<file path="src/rtl/rnmi_trap_ctl.sv">
module rnmi_trap_ctl #(
  parameter int XLEN = 32,
  parameter int CAUSE_W = 6,
  parameter bit HYP_EN = 1'b1,
  parameter logic [XLEN-1:0] NMI_VEC = 'h100,
  parameter logic [XLEN-1:0] NMI_EXC_VEC = 'h200,
  parameter logic [XLEN-1:0] TRAP_VEC = 'h300,
  parameter logic [CAUSE_W-1:0] NMI_CAUSE = 'h2A
) (
  input  logic               clk,
  input  logic               rst_n,
  input  logic               nmi_req,
  input  logic               exc_valid,
  input  logic [CAUSE_W-1:0] exc_cause,
  input  logic [XLEN-1:0]    cur_pc,
  input  logic [1:0]         cur_priv,
  input  logic               cur_virt,
  input  logic               mnret,
  input  logic               csr_we,
  input  logic [2:0]         csr_sel,
  input  logic [XLEN-1:0]    csr_wdata,
  output logic [XLEN-1:0]    csr_rdata,
  output logic               redirect_valid,
  output logic [XLEN-1:0]    redirect_pc,
  output logic [1:0]         redirect_priv,
  output logic               redirect_virt,
  output logic               rnmie
);
  localparam int PAD = XLEN - CAUSE_W;
  localparam logic [1:0] PRV_M = 2'b11;

  logic [XLEN-1:0]    nepc, epc;
  logic [CAUSE_W-1:0] ncause, ecause;
  logic [1:0]         n_mpp, m_mpp;
  logic               n_virt, nmi_pend;

  wire take_nmi = rnmie && (nmi_req || nmi_pend);
  wire take_exc = exc_valid && !take_nmi;
  wire take_ret = mnret && !exc_valid && !take_nmi;
  wire in_trap  = take_nmi || take_exc || take_ret;
  wire csr_ok   = csr_we && (cur_priv == PRV_M) && !cur_virt && !in_trap;

  always_ff @(posedge clk) begin
    if (!rst_n) begin
      rnmie <= 1'b1;
      nmi_pend <= 1'b0;
      nepc <= '0;
      epc <= '0;
      ncause <= '0;
      ecause <= '0;
      n_mpp <= '0;
      m_mpp <= '0;
      n_virt <= 1'b0;
      redirect_valid <= 1'b0;
      redirect_pc <= '0;
      redirect_priv <= PRV_M;
      redirect_virt <= 1'b0;
    end else begin
      redirect_valid <= in_trap;
      if (take_nmi) nmi_pend <= 1'b0;
      else if (nmi_req) nmi_pend <= 1'b1;

      if (take_nmi) begin
        rnmie <= 1'b0;
        nepc <= cur_pc;
        ncause <= NMI_CAUSE;
        n_mpp <= cur_priv;
        n_virt <= HYP_EN ? cur_virt : 1'b0;
        redirect_pc <= NMI_VEC;
        redirect_priv <= PRV_M;
        redirect_virt <= 1'b0;
      end else if (take_exc) begin
        epc <= cur_pc;
        ecause <= exc_cause;
        m_mpp <= rnmie ? cur_priv : PRV_M;
        redirect_pc <= rnmie ? TRAP_VEC : NMI_EXC_VEC;
        redirect_priv <= PRV_M;
        redirect_virt <= 1'b0;
      end else if (take_ret) begin
        rnmie <= 1'b1;
        redirect_pc <= nepc;
        redirect_priv <= n_mpp;
        redirect_virt <= n_virt;
      end else if (csr_ok) begin
        case (csr_sel)
          3'd0: nepc <= csr_wdata;
          3'd1: ncause <= csr_wdata[CAUSE_W-1:0];
          3'd2: begin
            if (csr_wdata[3]) rnmie <= 1'b1;
            n_mpp <= csr_wdata[12:11];
            n_virt <= HYP_EN ? csr_wdata[13] : 1'b0;
          end
          3'd3: epc <= csr_wdata;
          3'd4: ecause <= csr_wdata[CAUSE_W-1:0];
          3'd5: m_mpp <= csr_wdata[12:11];
          default: ;
        endcase
      end
    end
  end

  always_comb begin
    csr_rdata = '0;
    case (csr_sel)
      3'd0: csr_rdata = nepc;
      3'd1: csr_rdata = {{PAD{1'b0}}, ncause};
      3'd2: begin
        csr_rdata[3] = rnmie;
        csr_rdata[12:11] = n_mpp;
        csr_rdata[13] = n_virt;
      end
      3'd3: csr_rdata = epc;
      3'd4: csr_rdata = {{PAD{1'b0}}, ecause};
      3'd5: csr_rdata[12:11] = m_mpp;
      default: ;
    endcase
  end
endmodule


</file>
<file path="config.mk">
export PLATFORM = sky130hd
export DESIGN_NAME = rnmi_trap_ctl
export DESIGN_NICKNAME = d
export VERILOG_FILES = /design/src/rtl/rnmi_trap_ctl.sv
export SDC_FILE = /design/constraint.sdc
export NUM_CORES = 1
export LEC_CHECK = 0
export CAP_MARGIN = 0
export CORE_ASPECT_RATIO = 0.75
export CORE_UTILIZATION = 50
export CTS_CLUSTER_SIZE = 14
export DETAILED_ROUTE_END_ITERATION = 8
export PLACE_DENSITY = 0.83
export SYNTH_ARGS = -nofsm -noshare
export SYNTH_HDL_FRONTEND = slang
export SYNTH_SLANG_ARGS = --single-unit
</file>
<file path="constraint.sdc">
create_clock -name clk -period 2.7 [get_ports clk]
set_input_delay 0.27 -clock clk [delete_from_list [all_inputs] [get_ports clk]]
set_output_delay 0.27 -clock clk [all_outputs]
set_load 0.02 [all_outputs]
</file>
==> results.json <==
{
  "syn_nets": 670,
  "nets": 807,
  "vias_per_cell": 6.35,
  "port_buffers": 150,
  "peakVddDrop_mv": 0.572,
  "synth_ff_type": "dfxtp_1",
  "dp_cells": 842,
  "yosysMostFrequentCell": "dfxtp_1",
  "worstSetupStartpointType": "input pin",
  "fin_skew_ps": 7.78,
  "fmax_mhz": 387,
  "dp_hpwl_um": 12000,
  "clock-sinks": 119,
  "hold_buffers": 0,
  "slew_viol_final": 0,
  "drv_cap": 0,
  "leakage_uw": 0.00307,
  "clockBufferDepth": 2,
  "die_w_um": 122,
  "initial_core_util_pct": 51.8,
  "drt_first_pass_iters": 5,
  "drc": 0,
  "io_pins": 151,
  "std_cell_rows": 32,
  "cp_common_cell": "clkdlybuf4s50_1",
  "yosysUniqueCellTypes": 46,
  "cts_resized": 0,
  "crit_start": "csr_sel[1]",
  "n_antenna_cell": 0,
  "yosysSeqAreaShare_pct": 44.4,
  "synth.ff_latch_count": 119,
  "crit_family": "buffers and inverters",
  "critPathBufInv": 4,
  "syn_avg_cell_area_sq_um": 9.13,
  "status": "finished clean",
  "layout.cells.non_filler": 873,
  "hold_class": "reg -> reg",
  "antenna_found_initial": 0,
  "worstPathMaxFanout": 25,
  "critical_path.max_stage_delay_ps": 610,
  "grtUsageTotal_pct": 33.3,
  "setup_viol": 0,
  "grt_first_pass_wirelength_um": 28800,
  "synth_top_area_share_pct": 44.4,
  "yosys.area.top_type": "dfxtp_1",
  "yosysWarnings": 0,
  "netlist_top_cells_area": "dfxtp_1 44%, mux2i_1 9.7%, a21oi_1 5.4%, a221o_1 4.8%, a22oi_1 4.5%",
  "synthCells": 588,
  "hold_viol_final": 0,
  "worstHoldStart": "ecause[0]",
  "cts_setup_buffers": 0,
  "grt_max_degree": 42,
  "post-route-period-util_pct": 95.8,
  "crit_type": "in -> out",
  "synthesis.area_sq_um": 5370,
  "antenna_left": 0,
  "synthTopCellsByCount": "119 x dfxtp_1, 58 x a21oi_1, 52 x mux2i_1",
  "rsz0062_at_grt": "no",
  "required_ps": 2430,
  "drive_gt1_share_pct": 9.09,
  "final.setup.tns_ps": 0,
  "syn_to_final_growth_pct": 42.4,
  "first_global_vias": 5455,
  "post_drt_wl_per_cell_um": 20.9,
  "via_count": 5547,
  "synth_edf_count": 0,
  "gp_congestion": 0.914,
  "worst_pin_slew_ps": 1140,
  "drt-total-wl_um": 18300,
  "die-height_um": 91.7,
  "drt_iter0_drc": 665,
  "async_reset_ff_share_pct": 0,
  "end_kind": "primary output",
  "worstPathCellList": "clkdlybuf4s50_1, buf_4, nor3_4, buf_12, a22o_1, clkdlybuf4s50_1",
  "cts.clk_slew.worst_paths_ps": 50,
  "slew_headroom_pct": 23.7,
  "clock_latency_ps": 400,
  "arrival_ps": 2320,
  "dieArea_sq_um": 11200,
  "worstReg2RegStart": "rnmie",
  "powerDensity_nw_per_um2": 667,
  "coreArea_sq_um": 10400,
  "cts_tree": "built",
  "cts_buffers": 17,
  "overflow": 0,
  "htree_num_levels": 4,
  "cts-root-buf": "clkbuf_16",
  "cp_slowest_cell": "clkdlybuf4s50_1",
  "period_needed_ps": 2590
}
## registers in the layout (all words and copies together) (netlist names), 2 cells and up
register,flops
ecause,6
epc,32
m_mpp,2
n_mpp,2
ncause,6
nepc,32
redirect_pc,32
redirect_priv,2
## per-stage QoR
step	util [%]	worst slack (ps)	area (sq um)	power [uW]	hold WS (ps)
4_1_cts	73.7	142	7640	5090	464
5_1_grt	73.7	7.13	7640	5250	487
6_report	73.7	114	7640	5100	468
2_1_floorplan	-	883	5370	2440	408
3_5_place_dp	67.9	158	7040	2810	460
3_3_place_gp	67.9	206	7040	2780	450
## where the power goes
| group | internal [uW] | switching (uW) | leakage, uW |
|---|---|---|---|
| Clock | 1510 | 779 | 0.000299 |
| Combinational | 373 | 447 | 0.00179 |
| Sequential | 1880 | 103 | 0.000976 |
## cell families after synthesis
family                 count (synthesis)  share of synthesized area, %
AO/OA/AOI/OAI                        212                          26.7
AND/OR/NAND/NOR                      143                          13.9
flip-flops                           119                          44.4
buffers and inverters                 59                          4.66
multiplexers                          55                          10.3
## path summary, 6_finish.rpt
check             endpoint  slack, ps  cells after the start
min reg2reg      ecause[0]        470                      2
max          csr_rdata[30]        110                      6
max reg2reg        epc[13]        740                      4
min              ecause[0]        470                      2
## layer usage
layer	vias to the layer above	GRT usage [%]	share of wire, %
met5	-	0	0
li1	2491	-	-
met2	373	50.0	45
met3	26	8.58	11
met4	0	11.7	1.3
met1	2657	45.9	43
## worst register-to-register path, stage by stage (launching register included)
cell     delay (ps)
dfxtp_1         420
o21a_1          190
nor2_2          860
and3_1          310
a221o_1         130
## area by class of cell
type	count	area, sq um
Clock buffer	22	474
Clock inverter	9	124
Inverter	4	15.0
Tap cell	136	170
Multi-Input combinational cell	410	2770
Timing Repair Buffer	173	1710
Fill cell	748	2730
Sequential cell	119	2380
## placed cells by master (no fill, tap or decap), types with 3 or more instances in the layout
| cell | Yosys | routed |
|---|---|---|
| a22oi_1 | 32 | 32 |
| buf_12 | 0 | 3 |
| mux2_2 | 3 | 3 |
| nor2_1 | 50 | 49 |
| clkbuf_16 | 0 | 17 |
| bufinv_16 | 0 | 3 |
| a221o_1 | 26 | 26 |
| nand3_1 | 8 | 8 |
| clkinv_2 | 0 | 5 |
| buf_4 | 0 | 20 |
| o21ai_0 | 44 | 44 |
| a31oi_1 | 8 | 8 |
| a22o_1 | 23 | 23 |
| dfxtp_1 | 119 | 119 |
| clkbuf_8 | 0 | 3 |
| nand2_1 | 24 | 24 |
| clkdlybuf4s50_1 | 0 | 149 |
| inv_1 | 3 | 3 |
| mux2i_1 | 52 | 52 |
| a221oi_1 | 6 | 6 |
| and3_1 | 38 | 38 |
| a21oi_1 | 58 | 58 |
(Power assumes the default switching activity.)
